==> src/rtl/cmp_evt_pkg.sv <==
package cmp_evt_pkg;
  localparam int REG_W       = 16;
  localparam int HYST_W      = 2;
  localparam int STAT_B      = 0;
  localparam int FLAG_LO_B   = 1;  // bit 1 falling flag, bit 2 rising flag
  localparam int FALL_IE_B   = 3;
  localparam int RISE_IE_B   = 4;
  localparam int STOP_EDGE_B = 5;
  localparam int HYST_LO_B   = 6;
  localparam int USED_W      = HYST_LO_B + HYST_W;
  localparam logic [HYST_W-1:0] HYST_RST = HYST_W'(1);

  // sticky flag update: a set beats a clear
  function automatic logic flag_next(logic cur, logic set_evt, logic clr_req);
    return set_evt | (cur & ~clr_req);
  endfunction

  // returns {rise_set, fall_set}
  function automatic logic [1:0] set_select(logic stop, logic edge_mode,
                                            logic lvl, logic rise_e, logic fall_e);
    if (stop && !edge_mode) return {lvl, ~lvl};
    return {rise_e, fall_e};
  endfunction
endpackage

==> src/rtl/cmp_evt_sync.sv <==
module cmp_evt_sync #(
  parameter int STAGES = 2
) (
  input  logic clk,
  input  logic rst_n,
  input  logic d_async,
  output logic q_sync
);
  logic [STAGES-1:0] chain_q;

  generate
    if (STAGES == 1) begin : g_one
      always_ff @(posedge clk or negedge rst_n)
        if (!rst_n) chain_q <= '0;
        else        chain_q <= d_async;
    end else begin : g_many
      always_ff @(posedge clk or negedge rst_n)
        if (!rst_n) chain_q <= '0;
        else        chain_q <= {chain_q[STAGES-2:0], d_async};
    end
  endgenerate

  assign q_sync = chain_q[STAGES-1];
endmodule

==> src/rtl/cmp_evt_flag.sv <==
module cmp_evt_flag
  import cmp_evt_pkg::*;
(
  input  logic clk,
  input  logic rst_n,
  input  logic set_evt,
  input  logic clr_req,
  output logic flag_q
);
  always_ff @(posedge clk or negedge rst_n)
    if (!rst_n) flag_q <= 1'b0;
    else        flag_q <= flag_next(flag_q, set_evt, clr_req);

  assert_set_wins_R6: assert property (@(posedge clk) disable iff (!rst_n)
    set_evt |=> flag_q);
  assert_clear_R5: assert property (@(posedge clk) disable iff (!rst_n)
    (clr_req && !set_evt) |=> !flag_q);
  assert_sticky_R5: assert property (@(posedge clk) disable iff (!rst_n)
    (!clr_req && !set_evt) |=> (flag_q == $past(flag_q)));
endmodule

==> src/rtl/cmp_evt_reg.sv <==
module cmp_evt_reg
  import cmp_evt_pkg::*;
#(
  parameter int SYNC_STAGES = 2
) (
  input  logic              clk,
  input  logic              rst_n,
  input  logic              cmp_raw,
  input  logic              stop_mode,
  input  logic              wr_en,
  input  logic [REG_W-1:0]  wr_data,
  output logic [REG_W-1:0]  rd_data,
  output logic [HYST_W-1:0] hyst_sel,
  output logic              irq
);
  logic              status;
  logic              status_prev;
  logic              rise_evt, fall_evt;
  logic [1:0]        set_vec, clr_vec, flag_vec, ie_vec;
  logic [HYST_W-1:0] hyst_q;
  logic              stop_edge_q, rise_ie_q, fall_ie_q;
  logic              unused_wr_hi;

  assign unused_wr_hi = ^wr_data[REG_W-1:USED_W];

  cmp_evt_sync #(.STAGES(SYNC_STAGES)) u_sync (
    .clk(clk), .rst_n(rst_n), .d_async(cmp_raw), .q_sync(status));

  always_ff @(posedge clk or negedge rst_n)
    if (!rst_n) status_prev <= 1'b0;
    else        status_prev <= status;

  assign rise_evt = status & ~status_prev;
  assign fall_evt = ~status & status_prev;

  // control fields
  always_ff @(posedge clk or negedge rst_n)
    if (!rst_n) begin
      hyst_q      <= HYST_RST;
      stop_edge_q <= 1'b0;
      rise_ie_q   <= 1'b0;
      fall_ie_q   <= 1'b0;
    end else if (wr_en) begin
      hyst_q      <= wr_data[HYST_LO_B +: HYST_W];
      stop_edge_q <= wr_data[STOP_EDGE_B];
      rise_ie_q   <= wr_data[RISE_IE_B];
      fall_ie_q   <= wr_data[FALL_IE_B];
    end

  assign set_vec = set_select(stop_mode, stop_edge_q, status, rise_evt, fall_evt);
  assign ie_vec  = {rise_ie_q, fall_ie_q};

  // index 0 = falling flag (bit 1), index 1 = rising flag (bit 2)
  generate
    for (genvar i = 0; i < 2; i++) begin : g_flag
      assign clr_vec[i] = wr_en & wr_data[FLAG_LO_B + i];
      cmp_evt_flag u_flag (
        .clk(clk), .rst_n(rst_n),
        .set_evt(set_vec[i]), .clr_req(clr_vec[i]), .flag_q(flag_vec[i]));
    end
  endgenerate

  assign irq      = |(flag_vec & ie_vec);
  assign hyst_sel = hyst_q;

  always_comb begin
    rd_data                         = '0;
    rd_data[HYST_LO_B +: HYST_W]    = hyst_q;
    rd_data[STOP_EDGE_B]            = stop_edge_q;
    rd_data[RISE_IE_B]              = rise_ie_q;
    rd_data[FALL_IE_B]              = fall_ie_q;
    rd_data[FLAG_LO_B +: 2]         = flag_vec;
    rd_data[STAT_B]                 = status;
  end

  assert_level_R8: assert property (@(posedge clk) disable iff (!rst_n)
    (stop_mode && !stop_edge_q && status) |=> flag_vec[1]);
  assert_edge_R9: assert property (@(posedge clk) disable iff (!rst_n)
    (stop_mode && stop_edge_q && $rose(status)) |=> flag_vec[1]);
  assert_fall_R4: assert property (@(posedge clk) disable iff (!rst_n)
    (!stop_mode && $fell(status)) |=> flag_vec[0]);
  assert_irq_quiet_R7: assert property (@(posedge clk) disable iff (!rst_n)
    (!rise_ie_q && !fall_ie_q) |-> !irq);
endmodule

==> config.mk <==
export PLATFORM = sky130hd
export DESIGN_NAME = cmp_evt_reg
export DESIGN_NICKNAME = d
export VERILOG_FILES = /design/src/rtl/cmp_evt_pkg.sv /design/src/rtl/cmp_evt_sync.sv /design/src/rtl/cmp_evt_flag.sv /design/src/rtl/cmp_evt_reg.sv
export SDC_FILE = /design/constraint.sdc
export NUM_CORES = 1
export LEC_CHECK = 0
export BUFFER_PORTS_ARGS = -buffer_cell sky130_fd_sc_hd__buf_2
export CAP_MARGIN = 40
export CORE_UTILIZATION = 35
export CTS_BUF_LIST = sky130_fd_sc_hd__clkbuf_2
export DETAILED_ROUTE_END_ITERATION = 10
export PLACE_DENSITY = 0.75
export SKIP_LAST_GASP = 1
export SLEW_MARGIN = 30
export SYNTH_ARGS = -nofsm -noshare
export SYNTH_HDL_FRONTEND = slang
export SYNTH_SLANG_ARGS = --single-unit
export TNS_END_PERCENT = 100
==> constraint.sdc <==
create_clock -name clk -period 0.8 [get_ports clk]
set_input_delay 0.2 -clock clk [delete_from_list [all_inputs] [get_ports clk]]
set_output_delay 0.2 -clock clk [all_outputs]
set_load 0.01 [all_outputs]
==> results of run 1 <==
## per-layer routing
metal  vias to the layer above  global-route usage (%)  wire (um)
met1                       151                    12.2        332
met5                         -                       0          0
met4                         0                    7.76          0
met2                        17                    18.1        392
met3                         0                    3.33         48
li1                        167                       -          -
## critical path: cells and delay by family, from the launching register on
family                 cells  cell delay [ps]
AOI/OAI and AO/OA          1              220
buffers and inverters      1              130
DFF                        1              390
## state kept, by name (all words and copies together) (netlist names)
register / cells
g_flag.u_flag.flag_q: 2
hyst_sel: 2
u_sync.chain_q: 2
fall_ie_q: 1
rise_ie_q: 1
status_prev: 1
stop_edge_q: 1
## area by class of cell
class / instances / area [um2]
clock buffers: 4 / 20.0
repair buffers: 30 / 219
flip-flops and latches: 10 / 251
well taps: 15 / 18.8
inverters: 2 / 7.51
fillers: 136 / 668
multi-input cells: 22 / 149
## cells in the mapped netlist (all sizes together)
library cell / count
buf: 17
dfstp: 1
a21oi: 1
dfrtp: 9
inv: 2
o21ai: 3
conb: 1
a22o: 2
nand2: 4
mux2: 4
## logic make-up after synthesis
logic type	synth area share (%)
other cells	0.736
mux	11.8
compound gates	7.37
simple gates	3.44
flops	49.4
buf+inv	27.3
## stage by stage
step | total power, mW | hold slack [ps] | worst slack [ps] | setup TNS, ps | cells
6_report | 1.20 | 50.9 | -372 | -3050 | 83
2_1_floorplan | 0.799 | -95.6 | -53.3 | -77.7 | 51
4_1_cts | 1.21 | 27.1 | -399 | -3240 | 82
3_5_place_dp | 0.835 | 69.2 | -107 | -481 | 74
5_1_grt | 1.28 | 19.9 | -438 | -3790 | 83
3_3_place_gp | 0.829 | 60.2 | -102 | -385 | 74
## report_power, final
group          switching (mW)  total, mW  internal [mW]
Clock                   0.163      0.295          0.133
Sequential             0.0307      0.584          0.554
Combinational           0.130      0.323          0.193
Total                   0.323       1.20          0.879
## what timing repair did
item | in CTS | in global routing
pin swaps | 1 | 2
gates resized for setup | 7 | 6
endpoints found under the hold margin | 9 | 0
buffers inserted | 3 | 2
hold buffers | 1 | 0
endpoints found under the setup margin | 13 | 16
## worst max path at each step
stage	slack [ps]	cells past startpoint	endpoint	startpoint
after detailed placement	-110	2	irq	rise_ie_q
after global routing	-440	2	irq	rise_ie_q
final	-370	2	irq	rise_ie_q
after global placement	-100	2	irq	rise_ie_q
after floorplan	-50	1	rd_data[6]	hyst_sel[0]
after CTS	-400	2	irq	g_flag[1].u_flag.flag_q
==> results.sh, run 1 <==
export IMPL_antenna_found_initial=0
export IMPL_grt_pass1_wl_mm=1.10
export IMPL_syn_area_um2=509
export IMPL_grt_total_usage_pct=11.1
export IMPL_num_antenna_cells=0
export IMPL_die_area_um2=1610
export IMPL_netlist_area_leader_share_pct=44.2
export IMPL_final_area_um2=666
export IMPL_grt_start_max_net_pins=11
export IMPL_htreeDepth=1
export IMPL_hold_violations=0
export IMPL_cts_root_buffer="clkbuf_2"
export IMPL_rr_endpoint="fall_ie_q"
export IMPL_required_ps=600
export IMPL_synth_avg_cell_area_um2=11.6
export IMPL_avgRoutedWirePerCell_um=9.31
export IMPL_ant_nets=0
export IMPL_synth_cells=44
export IMPL_initial_core_util_pct=38.2
export IMPL_fin_skew_ps=9.11
export IMPL_setup_viol=16
export IMPL_cts_tree="yes"
export IMPL_place_area_um2=556
export IMPL_start_kind="register"
export IMPL_ys_ff_latch=10
export IMPL_end_kind="output port"
export IMPL_drc=0
export IMPL_period_share_pct=147
export IMPL_grt_overflow_total=0
export IMPL_leakage_nw=0.363
export IMPL_crit_path_top_delay_cell="dfrtp_1"
export IMPL_powerDensity_nw_per_um2=1810
export IMPL_min_from="cmp_raw"
export IMPL_report_final_slew_viol_count=0
export IMPL_rsz0062_at_grt="true"
export IMPL_crit_chain="a22o_1 -> buf_2"
export IMPL_synth_cell_type_count=12
export IMPL_cts_sinks=10
export IMPL_vias=335
export IMPL_criticalPathCategory="register to output port"
export IMPL_ioPinCount=40
export IMPL_drt_initial_drc_count=1
export IMPL_setup_slack_ps=-372
export IMPL_final_cell_mix="buf_2 (17), dfrtp_1 (9), buf_6 (9)"
export IMPL_violations="negative setup slack"
export IMPL_core_area_um2=1330
export IMPL_cpPeakStageDelay_ps=390
export IMPL_drv_cap=0
export IMPL_routed_via_density=4.04
export IMPL_final_common_cell="buf_2"
export IMPL_r2r_slack_ps=-90
export IMPL_clkTransAtPathRegs_ps=100
export IMPL_max_freq_mhz=853
export IMPL_first_global_vias=287
export IMPL_clockBufferDepth=2
export IMPL_gp_congestion=0.708
export IMPL_layout_min_cycle_time_ps=1170
export IMPL_dp_hpwl_um=571
export IMPL_hp_class="input pin to register"
export IMPL_port_buffers=22
export IMPL_ff2ff_path_depth=2
export IMPL_clk_latency_ps=250
export IMPL_status="finished with violations"
export IMPL_dieWidth_um=40.1
export IMPL_die_h_um=40.1
export IMPL_ir_drop_uv=874
export IMPL_final_core_util_pct=49.9
export IMPL_area_growth_pct=30.7
export IMPL_worstPathMaxFanout=2
export IMPL_whs_path_depth=1
export IMPL_layout_nets=90
export IMPL_synth_area_leader_cell="dfrtp_1"
export IMPL_yosys_top_cells_area="dfrtp_1 (44%), buf_4 (24%), mux2_4 (12%), dfstp_2 (5.2%), a22o_1 (3.4%)"
export IMPL_yosysWarnings=0
export IMPL_hold_end="u_sync.chain_q[0]"
export IMPL_reg2reg_from="fall_ie_q"
export IMPL_layout_drive_gt1_share_pct=60.3
export IMPL_numCtsBuffers=3
export IMPL_seq_area_frac_synth_pct=49.4
export IMPL_routed_wl_um=773
export IMPL_crit_arrival_ps=970
export IMPL_rows=13
export IMPL_dr_pass1_iters=3
Note: power is estimated with default switching activity, not from simulation.
==> run 2: changes to the inputs <==
--- a/config.mk
+++ b/config.mk
@@ -5,10 +5,11 @@
 export SDC_FILE = /design/constraint.sdc
 export NUM_CORES = 1
 export LEC_CHECK = 0
-export BUFFER_PORTS_ARGS = -buffer_cell sky130_fd_sc_hd__buf_2
+export BUFFER_PORTS_ARGS = -buffer_cell sky130_fd_sc_hd__clkbuf_2
 export CAP_MARGIN = 40
 export CORE_UTILIZATION = 35
 export CTS_BUF_LIST = sky130_fd_sc_hd__clkbuf_2
+export CTS_CLUSTER_DIAMETER = 60
 export DETAILED_ROUTE_END_ITERATION = 10
 export PLACE_DENSITY = 0.75
 export SKIP_LAST_GASP = 1
==> run 2 against run 1 <==
Net effect: the flow still finishes with violations (negative setup slack); die area is the same; final cell count rose by 1.2%; register-to-register slack about the same; final area rose by 3.0%; sequential share of layout area fell by 1.1 points; first-iteration DRC count unchanged; clock power grew 2%; critical path type unchanged; critical endpoint unchanged; worst hold slack gained 3.4 ps; maximum frequency shrank 0.17%.
==> results.sh, run 2 (synthesized netlist as in run 1, its figures left out) <==
export IMPL_status="finished with violations"
export IMPL_violations="negative setup slack"
export IMPL_internal_power_uw=893
export IMPL_drv_cap=0
export IMPL_gp_congestion=0.709
export IMPL_die_h_um=40.1
export IMPL_antenna_found_initial=0
export IMPL_grt_pass1_wl_mm=1.06
export IMPL_end_kind="output port"
export IMPL_rows=13
export IMPL_grt_total_usage_pct=10.6
export IMPL_ir_drop_uv=754
export IMPL_routed_wl_um=747
export IMPL_whs_path_depth=1
export IMPL_rsz0062_at_grt="true"
export IMPL_fin_skew_ps=3.43
export IMPL_core_area_um2=1330
export IMPL_initial_core_util_pct=38.2
export IMPL_p_switching_uw=337
export IMPL_clk_latency_ps=250
export IMPL_numCtsBuffers=3
export IMPL_cts_sinks=10
export IMPL_final_common_cell="clkbuf_2"
export IMPL_crit_arrival_ps=970
export IMPL_crit_family="flip-flops"
export IMPL_hold_violations=0
export IMPL_dieWidth_um=40.1
export IMPL_period_share_pct=147
export IMPL_layout_nets=91
export IMPL_clockBufferDepth=2
export IMPL_first_global_vias=284
export IMPL_avgRoutedWirePerCell_um=8.89
export IMPL_port_buffers=22
export IMPL_final_core_util_pct=51.4
export IMPL_grt_start_max_net_pins=11
export IMPL_num_antenna_cells=0
export IMPL_crit_buf_inv=1
export IMPL_routed_via_density=4.07
export IMPL_report_final_slew_viol_count=0
export IMPL_htreeDepth=1
export IMPL_die_area_um2=1610
export IMPL_start_kind="register"
export IMPL_leakage_nw=0.373
export IMPL_pre_cts_ws_ps=-97.3
export IMPL_criticalPathCategory="register to output port"
export IMPL_dr_pass1_iters=2
export IMPL_cpPeakStageDelay_ps=390
export IMPL_vias=342
export IMPL_grt_overflow_total=0
export IMPL_clkPwrFrac_pct=24.5
export IMPL_ant_nets=0
export IMPL_num_fill_cells=138
export IMPL_p_comb_share_pct=28.0
export IMPL_clkTransAtPathRegs_ps=100
export IMPL_max_freq_mhz=851
export IMPL_area_growth_pct=34.6
export IMPL_cts_tree="yes"
export IMPL_setup_viol=16
export IMPL_dp_hpwl_um=565
export IMPL_hp_class="input pin to register"
export IMPL_crit_path_top_delay_cell="dfrtp_1"
export IMPL_cp_depth=2
export IMPL_p_seq_share_pct=47.5
export IMPL_cts_root_buffer="clkbuf_2"
export IMPL_seqCellArea_um2=251
export IMPL_layout_min_cycle_time_ps=1170
export IMPL_worstPathMaxFanout=2
export IMPL_layout_drive_gt1_share_pct=63.8
export IMPL_drt_initial_drc_count=1
export IMPL_multi_input_area_um2=155
export IMPL_required_ps=600
export IMPL_ioPinCount=40
export IMPL_crit_chain="a22o_1 -> clkbuf_2"
export IMPL_setup_slack_ps=-374
export IMPL_ff2ff_path_depth=2
export IMPL_powerDensity_nw_per_um2=1790
export IMPL_final_cell_mix="clkbuf_2 (21), buf_6 (10), dfrtp_1 (9)"
export IMPL_p_sw_share_pct=27.4
export IMPL_drc=0
[run 2: path summary, 6_finish.rpt]
kind                                        start                 to  slack, ps
worst max-delay path                    rise_ie_q                irq       -370
worst min-delay path                      cmp_raw  u_sync.chain_q[0]         50
worst max register to register          fall_ie_q          fall_ie_q       -100
worst min register to register  u_sync.chain_q[0]  u_sync.chain_q[1]        370
max in group asynchronous                   rst_n        hyst_sel[0]        210
min in group asynchronous                   rst_n  u_sync.chain_q[0]        330
[run 2: repair_timing]
action	4_1_cts	5_1_grt
setup endpoints to repair	13	16
gates resized for setup	3	20
endpoints found under the hold margin	9	0
hold buffers	1	0
setup buffers	4	2
gates cloned	0	0
pin swaps	0	2
[run 2: power groups by stage]
stage / Sequential (mW) / Combinational, mW / Clock, mW
final: 0.585 / 0.344 / 0.301
after global routing: 0.589 / 0.379 / 0.344
after CTS: 0.581 / 0.283 / 0.318
after detailed placement: 0.591 / 0.244 / 0
after global placement: 0.590 / 0.240 / 0
after floorplan: 0.595 / 0.204 / 0
[run 2: layout make-up]
cell class	instances	area share, %
Sequential cell	10	36.7
Timing Repair Buffer	31	33.6
Multi-Input combinational cell	22	22.6
Clock buffer	4	2.92
Tap cell	15	2.74
Inverter	2	1.46
[run 2: routing by layer]
layer  track usage (%)  wire length, um  vias to the layer above
li1                  -                -                      167
met1              11.6              325                      158
met2              16.9              375                       17
met3              3.33               46                        0
met4              7.76                0                        0
met5                 0                0                        -
[run 2: through the flow]
stage                     hold slack [ps]  power (mW)  cells  TNS (ps)  area [um2]
after floorplan                     -95.6       0.799     51     -77.7         539
final                                54.4        1.23     84     -3020         686
after global routing                 17.8        1.31     84     -3700         686
after CTS                            34.1        1.18     83     -3150         623
after global placement               66.3       0.830     74      -416         556
after detailed placement             74.7       0.835     74      -513         556
